`config.mk`:
```
export PLATFORM = sky130hd
export DESIGN_NAME = dpp_gen
export DESIGN_NICKNAME = d
export VERILOG_FILES = /design/src/rtl/dpp_pkg.sv /design/src/rtl/dpp_recode.sv /design/src/rtl/dpp_multiples.sv /design/src/rtl/dpp_select.sv /design/src/rtl/dpp_gen.sv
export SDC_FILE = /design/constraint.sdc
export NUM_CORES = 1
export LEC_CHECK = 0
export ABC_AREA = 1
export CAP_MARGIN = 20
export CORE_AREA = 2 2 140 142
export CTS_CLUSTER_DIAMETER = 150
export DETAILED_ROUTE_END_ITERATION = 10
export DIE_AREA = 0 0 142 144
export PLACE_DENSITY_LB_ADDON = 0.08
export SYNTH_ARGS = -nofsm -noshare
export SYNTH_HDL_FRONTEND = slang
export SYNTH_SLANG_ARGS = --single-unit
```
`constraint.sdc`:
```
create_clock -name clk_i -period 0.8 [get_ports clk_i]
set_clock_uncertainty 0.05 [all_clocks]
set_input_delay 0.12 -clock clk_i [delete_from_list [all_inputs] [get_ports clk_i]]
set_output_delay 0.12 -clock clk_i [all_outputs]
set_load 0.02 [all_outputs]
```
`src/rtl/dpp_pkg.sv`:
```
package dpp_pkg;
  typedef enum logic [1:0] {HI_ZERO, HI_FIVE, HI_TEN} hi_sel_e;
  typedef enum logic [1:0] {LO_ZERO, LO_ONE, LO_TWO} lo_mag_e;

  typedef struct packed {
    hi_sel_e hi;
    lo_mag_e lo;
    logic    neg;
  } rec_t;

  // 2*d mod 10 for a BCD digit
  function automatic logic [3:0] dbl_mod10(input logic [3:0] d);
    logic [4:0] t;
    t = {d, 1'b0};
    return (t >= 5'd10) ? 4'(t - 5'd10) : t[3:0];
  endfunction
endpackage

```
`src/rtl/dpp_recode.sv`:
```
module dpp_recode
  import dpp_pkg::*;
(
  input  logic [3:0] digit_i,
  output rec_t       rec_o
);
  always_comb begin
    unique case (digit_i)
      4'd1:    rec_o = '{HI_ZERO, LO_ONE,  1'b0};
      4'd2:    rec_o = '{HI_ZERO, LO_TWO,  1'b0};
      4'd3:    rec_o = '{HI_FIVE, LO_TWO,  1'b1};
      4'd4:    rec_o = '{HI_FIVE, LO_ONE,  1'b1};
      4'd5:    rec_o = '{HI_FIVE, LO_ZERO, 1'b0};
      4'd6:    rec_o = '{HI_FIVE, LO_ONE,  1'b0};
      4'd7:    rec_o = '{HI_FIVE, LO_TWO,  1'b0};
      4'd8:    rec_o = '{HI_TEN,  LO_TWO,  1'b1};
      4'd9:    rec_o = '{HI_TEN,  LO_ONE,  1'b1};
      default: rec_o = '{HI_ZERO, LO_ZERO, 1'b0};
    endcase
  end
endmodule

```
`src/rtl/dpp_multiples.sv`:
```
module dpp_multiples
  import dpp_pkg::*;
#(
  parameter int N = 16
) (
  input  logic [4*N-1:0]     x_i,
  output logic [4*(N+1)-1:0] x1_o,
  output logic [4*(N+1)-1:0] x2_o,
  output logic [4*(N+1)-1:0] x5_o,
  output logic [4*(N+1)-1:0] x10_o
);
  localparam int W = N + 1;

  assign x1_o  = {4'd0, x_i};
  assign x10_o = {x_i, 4'd0};

  for (genvar i = 0; i < W; i++) begin : g_dig
    logic [3:0] xd, sd;
    assign xd = x1_o[4*i +: 4];
    assign sd = x10_o[4*i +: 4];

    // doubling: carry from the lower digit reaches one position only
    if (i == 0) begin : g_d0
      assign x2_o[3:0] = dbl_mod10(xd);
    end else begin : g_dn
      logic cin;
      assign cin = (x1_o[4*(i-1) +: 4] >= 4'd5);
      assign x2_o[4*i +: 4] = dbl_mod10(xd) + {3'd0, cin};
    end

    // times five = (10x)/2, parity of the next-up shifted digit adds 5
    if (i == W - 1) begin : g_ftop
      assign x5_o[4*i +: 4] = {1'b0, sd[3:1]};
    end else begin : g_fn
      logic odd_up;
      assign odd_up = x10_o[4*(i+1)];
      assign x5_o[4*i +: 4] = {1'b0, sd[3:1]} + (odd_up ? 4'd5 : 4'd0);
    end
  end
endmodule

```
`src/rtl/dpp_select.sv`:
```
module dpp_select
  import dpp_pkg::*;
#(
  parameter int N = 16
) (
  input  rec_t               rec_i,
  input  logic [4*(N+1)-1:0] x1_i,
  input  logic [4*(N+1)-1:0] x2_i,
  input  logic [4*(N+1)-1:0] x5_i,
  input  logic [4*(N+1)-1:0] x10_i,
  output logic [4*(N+1)-1:0] hi_o,
  output logic [4*(N+1)-1:0] lo_o,
  output logic               cor_o
);
  localparam int W = N + 1;

  logic [4*W-1:0] mag, mag_c;

  always_comb begin
    unique case (rec_i.hi)
      HI_FIVE: hi_o = x5_i;
      HI_TEN:  hi_o = x10_i;
      default: hi_o = '0;
    endcase
    unique case (rec_i.lo)
      LO_ONE:  mag = x1_i;
      LO_TWO:  mag = x2_i;
      default: mag = '0;
    endcase
  end

  for (genvar i = 0; i < W; i++) begin : g_cmp
    assign mag_c[4*i +: 4] = 4'd9 - mag[4*i +: 4];
  end

  logic neg_eff;
  assign neg_eff = rec_i.neg && (rec_i.lo != LO_ZERO);
  assign lo_o    = neg_eff ? mag_c : mag;
  assign cor_o   = neg_eff;
endmodule

```
`src/rtl/dpp_gen.sv`:
```
module dpp_gen
  import dpp_pkg::*;
#(
  parameter int N       = 16,
  parameter bit REG_OUT = 1'b1
) (
  input  logic               clk_i,
  input  logic               rst_ni,
  input  logic [4*N-1:0]     x_i,
  input  logic [3:0]         y_i,
  output logic [4*(N+1)-1:0] hi_o,
  output logic [4*(N+1)-1:0] lo_o,
  output logic               cor_o
);
  localparam int W = N + 1;

  rec_t           rec;
  logic [4*W-1:0] x1, x2, x5, x10, hi_d, lo_d;
  logic           cor_d;

  dpp_recode u_rec (.digit_i(y_i), .rec_o(rec));

  dpp_multiples #(.N(N)) u_mul (
    .x_i(x_i), .x1_o(x1), .x2_o(x2), .x5_o(x5), .x10_o(x10)
  );

  dpp_select #(.N(N)) u_sel (
    .rec_i(rec), .x1_i(x1), .x2_i(x2), .x5_i(x5), .x10_i(x10),
    .hi_o(hi_d), .lo_o(lo_d), .cor_o(cor_d)
  );

  if (REG_OUT) begin : g_reg
    always_ff @(posedge clk_i or negedge rst_ni) begin
      if (!rst_ni) begin
        hi_o  <= '0;
        lo_o  <= '0;
        cor_o <= 1'b0;
      end else begin
        hi_o  <= hi_d;
        lo_o  <= lo_d;
        cor_o <= cor_d;
      end
    end
  end else begin : g_comb
    assign hi_o  = hi_d;
    assign lo_o  = lo_d;
    assign cor_o = cor_d;
  end
endmodule

```
==> key figures, run 1 <==
Outcome
  – Outcome: finished with violations
  – Failing checks: negative setup slack

Synth
  – Area contributors post-synth: dfrtp_1 (39%), nand2_1 (18%), ha_1 (14%)
  – YS warnings: 0
  – Area leader, netlist: dfrtp_1
  – Top cell type's share of synthesized area: 39.38%
  – Synthesized cell area: 0.008324 sq mm
  – Seq cells post-synth: 131
  – Synth cell types: 25
  – Synth Area per Inst: 7.547 sq um
  – Sequential area share after synthesis: 39.38%
  – Cells after synthesis: 1103

Timing
  – WHS: 0.03239 ns
  – Total negative slack: -135.37 ns
  – Final WS setup: -1.060 ns
  – Max frequency: 537.7 MHz
  – Actual slew at the worst max-slew pin: 0.7642 ns
  – Final Hold Vio Count: 0
  – Min Tclk post-route: roughly 1.9 ns
  – Tcrit/Tclk final: 232.5%
  – Slew HR: 49.05%
  – Setup violators final: approximately 260
  – Max Slew Vio Count: 0
  – RSZ-0062 raised after global routing: true

Routing
  – Vias: 10430
  – DRC: 0
  – Final ANT Viol Nets: 0
  – DR top layer: met4
  – Routed wl met3: between 2000 and 3000 microns
  – Final wirelength: 38840 microns
  – Number of detailed-route iterations in the first pass: 5
  – Vias per inst: 5.608
  – Met1 wire length: approximately 14000 microns
  – Starting DRC count in detailed routing: a little under 800
  – DR WL/cell: 20.88 microns
  – Met2 wire length: about 19000 microns

Floorplan
  – Top-level port count: 207
  – Core footprint: 0.01908 sq mm
  – Std cell rows: about 50
  – Die X: 142 microns
  – Initial Util: about 44%
  – Die footprint: 0.02045 sq mm
  – Die Y: 144 microns

Global routing
  – GRT overflow: 0
  – First-pass GRT wire length: about 52000 microns
  – Overall routing resource usage: 33.26%
  – Initial antenna violation count: 1
  – Largest net degree at the start of global routing: 67
  – Vias in the first global route: 10130

Layout
  – Fillcell total: 811
  – Commonest cells after routing, fill and taps aside: nand2_1 (270), buf_4 (215), buf_6 (197), dfrtp_1 (131), inv_1 (88)
  – Final Util: 87.74%
  – Non-Filler Instances: 1860
  – Final Cell Area: 0.01674 sq mm
  – Multi-input gate area: 0.006595 sq mm
  – Most common cell after layout, fill and taps aside: nand2_1
  – Share of cells above drive strength 1: 54.29%
  – Sequential Area: 0.003278 sq mm
  – Layout Area Growth over Synthesis: 101.1%
  – Nets: 1774

Place
  – Gpl congestion: 0.8672
  – Placed cells: ~1700
  – Input/output buffers: 202
  – DP Area: 0.01282 sq mm
  – Hpwl dp: between 15000 and 20000 microns
  – Post-place setup slack: -1.969 ns

Clock tree
  – CTS H-Tree Depth: 4
  – CTS root buf: clkbuf_16
  – Clock net sink count: approximately 130
  – CTS max path bufs: 2
  – CTS buffer count: 17
  – Clock transition at path regs: roughly 0.06 ns
  – CTS tree: yes

Power and ir drop
  – Lkg Pwr: 8.678 nW
  – Tot Pwr: 25.01 mW
  – Peak VDD IR: 0.001671 V
  – Pwr Density: ~1500 mW/mm^2

Critical path
  – Worst EP arrival: 2.18 ns
  – Type of the worst setup path: in2reg
  – CP Cell Sequence: buf_8 -> inv_4 -> nor3_4 -> a31oi_2 -> inv_1 -> ha_4 -> buf_6 -> nor2_4 -> inv_4 -> buf_16 -> o21ai_4 -> inv_2 -> ha_4 -> inv_2 -> nand2_1 -> nand2_1 -> nand2_1 -> nand2_1
  – Crit start category: input pin
  – Cell mode on critical path: nand2_1
  – Crit. End Element: flip-flop
  – Req. time, crit path: 1.12 ns
  – Cell family with most CP delay: buffers and inverters
  – Worst path slowest cell: ha_4
  – Max stage delay on crit path: 0.26 ns
  – CP bufs+invs: 8
  – Crit Path Max Fanout: 6

Run
  – Max Cap Violations: 0

Hold path
  – Hold WC Path Type: in2async
cell usage after synthesis (all sizes together):
cell type  number
conb            1
and3            7
o21ai          93
dfrtp         131
a31oi           1
o211ai          1
buf            32
clkbuf          9
nand4          47
o22ai          18
nor2           45
nor3            1
nand3          64
o21a            1
a21oi           2
inv           141
nand2         398
ha             96
xnor2          15
timing repair:
item	4_1_cts	5_1_grt
pin swaps	104	55
hold endpoints to repair	131	0
cloned	17	1
buffers inserted	65	34
endpoints found under the setup margin	264	263
hold buffers	1	0
resized for setup	1258	218
area by class of cell:
cell class / instances / area share, %
sequential: 131 / 19.58
multi-input combinational: 793 / 39.40
antenna: 1 / 0.01495
tap: 238 / 1.779
clock buffer: 18 / 2.624
inverter: 141 / 3.483
timing repair inverter: 3 / 0.3139
timing repair buffer: 521 / 31.84
clock inverter: 14 / 0.9642
report_power, final:
part / switching (mW) / internal (mW) / leakage [nW]
registers: 0.346 / 7.19 / 1.75
logic: 4.80 / 4.41 / 6.64
clock network: 3.30 / 4.96 / 0.296
total: 8.44 / 16.6 / 8.68
cell families (layout without fill, tap and decap cells):
logic type	Yosys count	after routing	synth area share (%)
other	1	5	0.04505
buffers and inverters	182	697	9.034
xor gates and xnor gates	15	15	1.578
AOI/OAI and AO/OA	116	116	7.501
DFF	131	131	39.38
adders and majority gates	96	96	14.43
and+or+nand+nor	562	562	28.03
per-layer routing:
metal,up-vias,global-route usage [%]
li1,4574,-
met1,5041,39.17
met2,605,57.46
met3,211,7.053
met4,0,17.05
met5,-,0
worst paths after layout:
| path | start | depth (start not counted) | end |
|---|---|---|---|
| worst max-delay path | y_i[0] | 18 | lo_o[51]$_DFF_PN0_ |
| worst min-delay path | rst_ni | 2 | hi_o[32]$_DFF_PN0_ |
| max in group asynchronous | rst_ni | 3 | lo_o[11]$_DFF_PN0_ |
| min in group clk_i | x_i[16] | 4 | hi_o[20]$_DFF_PN0_ |
state kept, by name, summed over array words and instances (netlist names):
signal  flops
hi_o       65
lo_o       65
cor_o       1
Power figures use the tool's default switching activity.
==> inputs of run 2 (changes only) <==
- CORE_AREA: 2 2 140 142 -> 2 2 157 159
- DIE_AREA: 0 0 142 144 -> 0 0 159 161
- SLEW_MARGIN: not set -> 25
- SYNTH_HIERARCHICAL: not set -> 1
==> run 2 against run 1 <==
  * The run still ends with negative setup slack left
  * Clock power shrank 3.1%
  * First-iteration DRC count up 31%
  * Largest power group unchanged
  * Core utilization shrank 14 points
  * Fmax up 8.7%
  * Combinational power up 12%
==> key figures, run 2 <==
Floorplan
  – Die footprint: 0.02560 sq mm (was 0.02045 sq mm)
  – Std cell rows: 57 (was 51)
  – Die Y: 161 microns (was 144 microns)
  – Die X: 159 microns (was 142 microns)
  – Top-level port count: 207 (unchanged)
  – Core footprint: 0.02396 sq mm (was 0.01908 sq mm)
  – Initial Util: 44.07% (was 43.63%)

Timing
  – RSZ-0062 raised after global routing: true (unchanged)
  – Final WS setup: -0.9107 ns (was -1.060 ns)
  – Max frequency: 584.6 MHz (was 537.7 MHz)
  – Setup violators final: 270 (was 264)
  – Tcrit/Tclk final: 213.8% (was 232.5%)
  – Total negative slack: -121.51 ns (was -135.37 ns)
  – Min Tclk post-route: 1.711 ns (was 1.860 ns)
  – Max Slew Vio Count: 0 (unchanged)
  – WHS: 0.08913 ns (was 0.03239 ns)
  – Final Hold Vio Count: 0 (unchanged)

Critical path
  – Max stage delay on crit path: 0.22 ns (was 0.26 ns)
  – Crit start category: input pin (unchanged)
  – Cell family with most CP delay: buffers and inverters (unchanged)
  – CP bufs+invs: 6 (was 8)
  – Req. time, crit path: 1.06 ns (was 1.12 ns)
  – Worst path slowest cell: ha_4 (unchanged)
  – Crit. End Element: flip-flop (unchanged)
  – Type of the worst setup path: in2reg (unchanged)
  – Crit Path Max Fanout: 5 (was 6)
  – Worst EP arrival: 1.97 ns (was 2.18 ns)
  – CP Cell Sequence: buf_8 -> nor2_4 -> nand2_2 -> o21ai_4 -> buf_6 -> ha_4 -> buf_6 -> buf_16 -> nand2_4 -> a21oi_4 -> inv_2 -> ha_4 -> nand3_2 -> inv_2 -> nand2_1 -> nand2_1 (was buf_8 -> inv_4 -> nor3_4 -> a31oi_2 -> inv_1 -> ha_4 -> buf_6 -> nor2_4 -> inv_4 -> buf_16 -> o21ai_4 -> inv_2 -> ha_4 -> inv_2 -> nand2_1 -> nand2_1 -> nand2_1 -> nand2_1)

Power and ir drop
  – Peak VDD IR: 0.001372 V (was 0.001671 V)
  – Pwr Density: 1462 mW/mm^2 (was 1494 mW/mm^2)
  – Tot Pwr: 25.99 mW (was 25.01 mW)
  – Lkg Pwr: 8.901 nW (was 8.678 nW)

Synth
  – Cells after synthesis: 1446 (was 1103)
  – Post-synth EDFFs: 0 (unchanged)
  – YS warnings: 6 (was 0)
  – Top cell type's share of synthesized area: 32.46% (was 39.38%)
  – Async set-or-reset flop fraction in the synthesized netlist: 100.0% (unchanged)
  – Sequential area share after synthesis: 32.46% (was 39.38%)
  – Area leader, netlist: dfrtp_1 (unchanged)
  – Synth cell count leaders: nand2_1 (580), buf_4 (182), dfrtp_1 (137) (was nand2_1 (395), inv_1 (139), dfrtp_1 (131))
  – Synth cell types: 24 (was 25)
  – Synthesized cell area: 0.01056 sq mm (was 0.008324 sq mm)
  – Top-count cell post-synth: nand2_1 (unchanged)
  – Adder-cell share of the synthesized area: 11.73% (was 14.43%)
  – Synth Area per Inst: 7.303 sq um (was 7.547 sq um)
  – Mux cell area share after synthesis: 0% (unchanged)
  – Area contributors post-synth: dfrtp_1 (32%), nand2_1 (21%), buf_4 (13%) (was dfrtp_1 (39%), nand2_1 (18%), ha_1 (14%))
  – Simple-gate share of the synthesized area: 27.42% (was 28.03%)
  – Compound-Gate Fraction of Synth Area: 7.180% (was 7.500%)
  – Seq cells post-synth: 137 (was 131)
  – Synth Area in XOR/XNOR: 1.244% (was 1.578%)
  – Top_reg_cell synth: dfrtp_1 (unchanged)
  – Largest family of logic cells by synthesized area: simple AND/OR/NAND/NOR gates (unchanged)

Layout
  – Final Cell Area: 0.01778 sq mm (was 0.01674 sq mm)
  – Non-Filler Instances: 2135 (was 1860)
  – Most common cell after layout, fill and taps aside: nand2_1 (unchanged)
  – Commonest cells after routing, fill and taps aside: nand2_1 (425), buf_4 (198), buf_6 (195), dfrtp_1 (137), nand2_2 (124) (was nand2_1 (270), buf_4 (215), buf_6 (197), dfrtp_1 (131), inv_1 (88))
  – Final Util: 74.20% (was 87.74%)
  – Share of cells above drive strength 1: 49.89% (was 54.29%)
  – Nets: 1964 (was 1774)
  – Largest regs: hi_o (68), lo_o (68), cor_o (1) (was hi_o (65), lo_o (65), cor_o (1))
  – Layout Area Growth over Synthesis: 68.37% (was 101.1%)

Routing
  – Final wirelength: 40690 microns (was 38840 microns)
  – Vias: 11070 (was 10430)
  – DRC: 0 (unchanged)
  – Number of detailed-route iterations in the first pass: 7 (was 5)
  – Vias per inst: 5.187 (was 5.608)
  – DR WL/cell: 19.06 microns (was 20.88 microns)
  – Starting DRC count in detailed routing: 1030 (was 787)
  – Final ANT Viol Nets: 0 (unchanged)

Clock tree
  – Clock transition at path regs: 0.06 ns (about the same)
  – CTS tree: yes (unchanged)
  – CTS root buf: clkbuf_16 (unchanged)
  – CTS H-Tree Depth: 4 (unchanged)
  – CTS max path bufs: 2 (unchanged)
  – Clock net sink count: 137 (was 131)
  – CTS buffer count: 17 (unchanged)

Place
  – Post-place setup slack: -1.678 ns (was -1.969 ns)
  – DP Area: 0.01356 sq mm (was 0.01282 sq mm)
  – Input/output buffers: 206 (was 202)
  – Hpwl dp: 23660 microns (was 19060 microns)
  – Gpl congestion: 0.8917 (was 0.8672)
  – Placed cells: 1988 (was 1731)

Hold path
  – Hold WC Path Type: in2async (unchanged)

Global routing
  – Largest net degree at the start of global routing: 32 (was 67)
  – Vias in the first global route: 10620 (was 10130)
  – Overall routing resource usage: 29.57% (was 33.26%)
  – First-pass GRT wire length: 58890 microns (was 52470 microns)
  – GRT overflow: 0 (unchanged)
  – Initial antenna violation count: 3 (was 1)

Outcome
  – Failing checks: negative setup slack (unchanged)
  – Outcome: finished with violations (unchanged)

Run
  – Max Cap Violations: 0 (unchanged)
==> run 2: repair_timing <==
item,4_1_cts,5_1_grt
setup buffers,72,28
endpoints found under the setup margin,270,270
endpoints found under the hold margin,137,0
gates cloned,32,4
hold buffers,1,0
pin swaps,108,78
resized for setup,1229,173
==> run 2: path summary, 6_finish.rpt <==
check,from,to,slack [ns],depth (start not counted)
min,rst_ni,lo_o[14]$_DFF_PN0_,0.09,2
max in group asynchronous,rst_ni,lo_o[21]$_DFF_PN0_,0.17,3
min in group clk_i,x_i[20],hi_o[24]$_DFF_PN0_,0.09,4
max,y_i[2],lo_o[3]$_DFF_PN0_,-0.91,16
==> run 2: layout make-up <==
cell class / instances / area, sq um
flip-flops and latches: 137 / 3428
clock buffers: 18 / 429.2
diodes: 3 / 7.507
clock inverters: 14 / 146.4
well taps: 324 / 405.4
fillers: 1678 / 6183
repair buffers: 539 / 6008
repair inverters: 2 / 46.29
multi-input cells: 971 / 6785
inverters: 127 / 523.0
==> run 2: cells by family (layout without fill, tap and decap cells) <==
logic type,count (synthesis),in the layout
compound gates,132,132
xor+xnor,15,15
fa+ha+maj,99,99
buf+inv,352,700
flops,137,137
other cells,1,18
simple gates,710,710
==> run 2: per-layer routing <==
metal	vias to the layer above	routed length, microns	part of all wire, %	GRT usage (%)
met3	115	3495	8.6	6.240
met2	584	17950	44	44.37
met1	5265	17890	44	42.74
li1	5110	-	-	-
met5	-	0	0	0
met4	0	1355	3.3	9.380
==> run 2: power by group <==
part           switching (mW)  internal (mW)
sequential              0.276           7.38
combinational            5.36           4.97
clock                    3.40           4.60
==> inputs of run 3 (changes only) <==
==> constraint.sdc (replaced) <==
create_clock -name clk_i -period 0.8 [get_ports clk_i]
set_clock_uncertainty 0.05 [all_clocks]
set_input_delay 0.08 -clock clk_i [delete_from_list [all_inputs] [get_ports clk_i]]
set_output_delay 0.08 -clock clk_i [all_outputs]
set_load 0.02 [all_outputs]
==> run 3 against run 2 <==
  * The run still ends with negative setup slack left
  * Non-clock buffer count grew 27
  * Clock-buffer cell count grew 1
  * Setup slack gained 0.091 ns
  * Combinational power is essentially flat
  * Routed wire length shrank 1.4%
==> key figures, run 3 (same netlist as run 2, synthesis figures left out) <==
Outcome
  – Outcome: finished with violations (unchanged)
  – Failing checks: negative setup slack (unchanged)

Layout
  – Largest regs: hi_o (68), lo_o (68), cor_o (1) (unchanged)
  – Multi-input gate area: 0.006834 sq mm (was 0.006785 sq mm)
  – Fillcell total: 1690 (was 1678)
  – Nets: 1991 (was 1964)
  – Final Cell Area: 0.01784 sq mm (was 0.01778 sq mm)
  – Commonest cells after routing, fill and taps aside: nand2_1 (378), buf_4 (246), buf_6 (184), nand2_2 (155), dfrtp_1 (137) (was nand2_1 (425), buf_4 (198), buf_6 (195), dfrtp_1 (137), nand2_2 (124))
  – Most common cell after layout, fill and taps aside: nand2_1 (unchanged)
  – Layout Area Growth over Synthesis: 68.92% (was 68.37%)
  – Share of cells above drive strength 1: 52.73% (was 49.89%)
  – Sequential Area: 0.003428 sq mm (unchanged)

Place
  – Hpwl dp: 23700 microns (was 23660 microns)
  – Post-place setup slack: -1.588 ns (was -1.678 ns)
  – Gpl congestion: 0.8721 (was 0.8917)
  – Input/output buffers: 206 (unchanged)
  – DP Area: 0.01354 sq mm (was 0.01356 sq mm)

Critical path
  – Crit Path Max Fanout: 8 (was 5)
  – Crit. End Element: flip-flop (unchanged)
  – Crit start category: input pin (unchanged)
  – Worst EP arrival: 1.87 ns (was 1.97 ns)
  – CP Cell Sequence: buf_8 -> nor2_4 -> nand2_2 -> o21ai_4 -> buf_6 -> ha_4 -> buf_6 -> buf_16 -> nand2_1 -> nand2_2 -> nand2_1 -> ha_4 -> nand3_2 -> inv_1 -> nand2_1 -> nand2_1 (was buf_8 -> nor2_4 -> nand2_2 -> o21ai_4 -> buf_6 -> ha_4 -> buf_6 -> buf_16 -> nand2_4 -> a21oi_4 -> inv_2 -> ha_4 -> nand3_2 -> inv_2 -> nand2_1 -> nand2_1)
  – Req. time, crit path: 1.05 ns (was 1.06 ns)
  – Max stage delay on crit path: 0.20 ns (was 0.22 ns)
  – Type of the worst setup path: in2reg (unchanged)
  – Worst path slowest cell: ha_4 (unchanged)
  – Cell mode on critical path: nand2_1

Hold path
  – Hold Startpoint: x_i[48]
  – Hold WC Path Type: in2reg (was in2async)
  – Hold EP: hi_o[52]$_DFF_PN0_
  – Hold Path Stages: 4

Routing
  – DR WL/cell: 18.58 microns (was 19.06 microns)
  – Final ANT Viol Nets: 0 (unchanged)
  – Vias: 11080 (was 11070)
  – Starting DRC count in detailed routing: 771 (was 1030)
  – Number of detailed-route iterations in the first pass: 5 (was 7)
  – DRC: 0 (unchanged)
  – Vias per inst: 5.129 (was 5.187)
  – Final wirelength: 40140 microns (was 40690 microns)

Global routing
  – Initial antenna violation count: 3 (unchanged)
  – First-pass GRT wire length: 58910 microns (was 58890 microns)
  – GRT overflow: 0 (unchanged)
  – Overall routing resource usage: 29.42% (was 29.57%)
  – Vias in the first global route: 10810 (was 10620)
  – Largest net degree at the start of global routing: 26 (was 32)

Floorplan
  – Top-level port count: 207 (unchanged)
  – Initial Util: 44.07% (unchanged)
  – Die footprint: 0.02560 sq mm (unchanged)
  – Die X: 159 microns (unchanged)
  – Core footprint: 0.02396 sq mm (unchanged)
  – Std cell rows: 57 (unchanged)
  – Die Y: 161 microns (unchanged)

Clock tree
  – CTS root buf: clkbuf_16 (unchanged)
  – CTS buffer count: 17 (unchanged)
  – CTS max path bufs: 2 (unchanged)
  – Clock net sink count: 137 (unchanged)
  – Clock transition at path regs: 0.06 ns (about the same)
  – CTS H-Tree Depth: 4 (unchanged)
  – CTS tree: yes (unchanged)

Power and ir drop
  – Tot Pwr: 26.22 mW (was 25.99 mW)
  – Pwr Density: 1470 mW/mm^2 (was 1462 mW/mm^2)
  – Lkg Pwr: 9.168 nW (was 8.901 nW)
  – Peak VDD IR: 0.001160 V (was 0.001372 V)

Timing
  – Min Tclk post-route: 1.620 ns (was 1.711 ns)
  – Setup violators final: 270 (unchanged)
  – Final WS setup: -0.8196 ns (was -0.9107 ns)
  – RSZ-0062 raised after global routing: true (unchanged)
  – WHS: 0.03966 ns (was 0.08913 ns)
  – Final Hold Vio Count: 0 (unchanged)
  – Max frequency: 617.4 MHz (was 584.6 MHz)
  – Max Slew Vio Count: 0 (unchanged)
  – Total negative slack: -109.49 ns (was -121.51 ns)
  – Tcrit/Tclk final: 202.4% (was 213.8%)

Run
  – Max Cap Violations: 0 (unchanged)
[run 3: area by class of cell]
type / count / area share, %
Inverter: 127 / 2.925
Antenna cell: 2 / 0.02806
Tap cell: 324 / 2.273
Clock buffer: 19 / 2.539
Timing Repair Buffer: 566 / 33.63
Timing Repair inverter: 2 / 0.1543
Sequential cell: 137 / 19.22
Clock inverter: 12 / 0.9259
Multi-Input combinational cell: 971 / 38.31
[run 3: layer usage]
layer | track usage [%] | share of wire [%] | up-vias | wire, microns
li1 | - | - | 5161 | -
met1 | 42.74 | 45 | 5279 | 17890
met2 | 44.70 | 45 | 540 | 17920
met3 | 4.828 | 7.7 | 97 | 3110
met4 | 9.793 | 3.0 | 2 | 1212
met5 | 0 | 0.035 | - | 14
[run 3: worst max-delay path by stage]
| stage | start | end | slack (ns) | cells after the start |
|---|---|---|---|---|
| after floorplan | y_i[2] | lo_o[3]$_DFF_PN0_ | -0.87 | 15 |
| after global placement | y_i[2] | lo_o[34]$_DFF_PN0_ | -1.55 | 13 |
| after detailed placement | y_i[2] | lo_o[51]$_DFF_PN0_ | -1.59 | 14 |
| after CTS | y_i[1] | lo_o[63]$_DFF_PN0_ | -0.62 | 17 |
| after global routing | y_i[1] | lo_o[23]$_DFF_PN0_ | -0.86 | 16 |
| final | y_i[1] | lo_o[23]$_DFF_PN0_ | -0.82 | 16 |
[run 3: critical path, delay by kind of cell]
kind            cells  cell delay (ns)
compound gates      1             0.19
fa+ha+maj           2             0.37
buf+inv             5             0.53
simple gates        8             0.69
[run 3: repair_timing]
action	in CTS	in global routing
buffers inserted	93	35
hold buffers	1	0
endpoints found under the setup margin	270	270
pin swaps	114	62
endpoints found under the hold margin	137	0
resized for setup	684	754
cloned	26	7
[run 3: per-stage QoR]
step	instances	util [%]
final	2160	74.44
after global routing	2159	74.43
after CTS	2136	69.63
after detailed placement	1987	56.52
after global placement	1987	56.52
after floorplan	1460	-
[run 3: where the power goes]
part           total [mW]  internal [mW]  switching [mW]
Combinational        10.1           4.84            5.25
Clock                8.48           5.10            3.38
Sequential           7.64           7.38           0.265
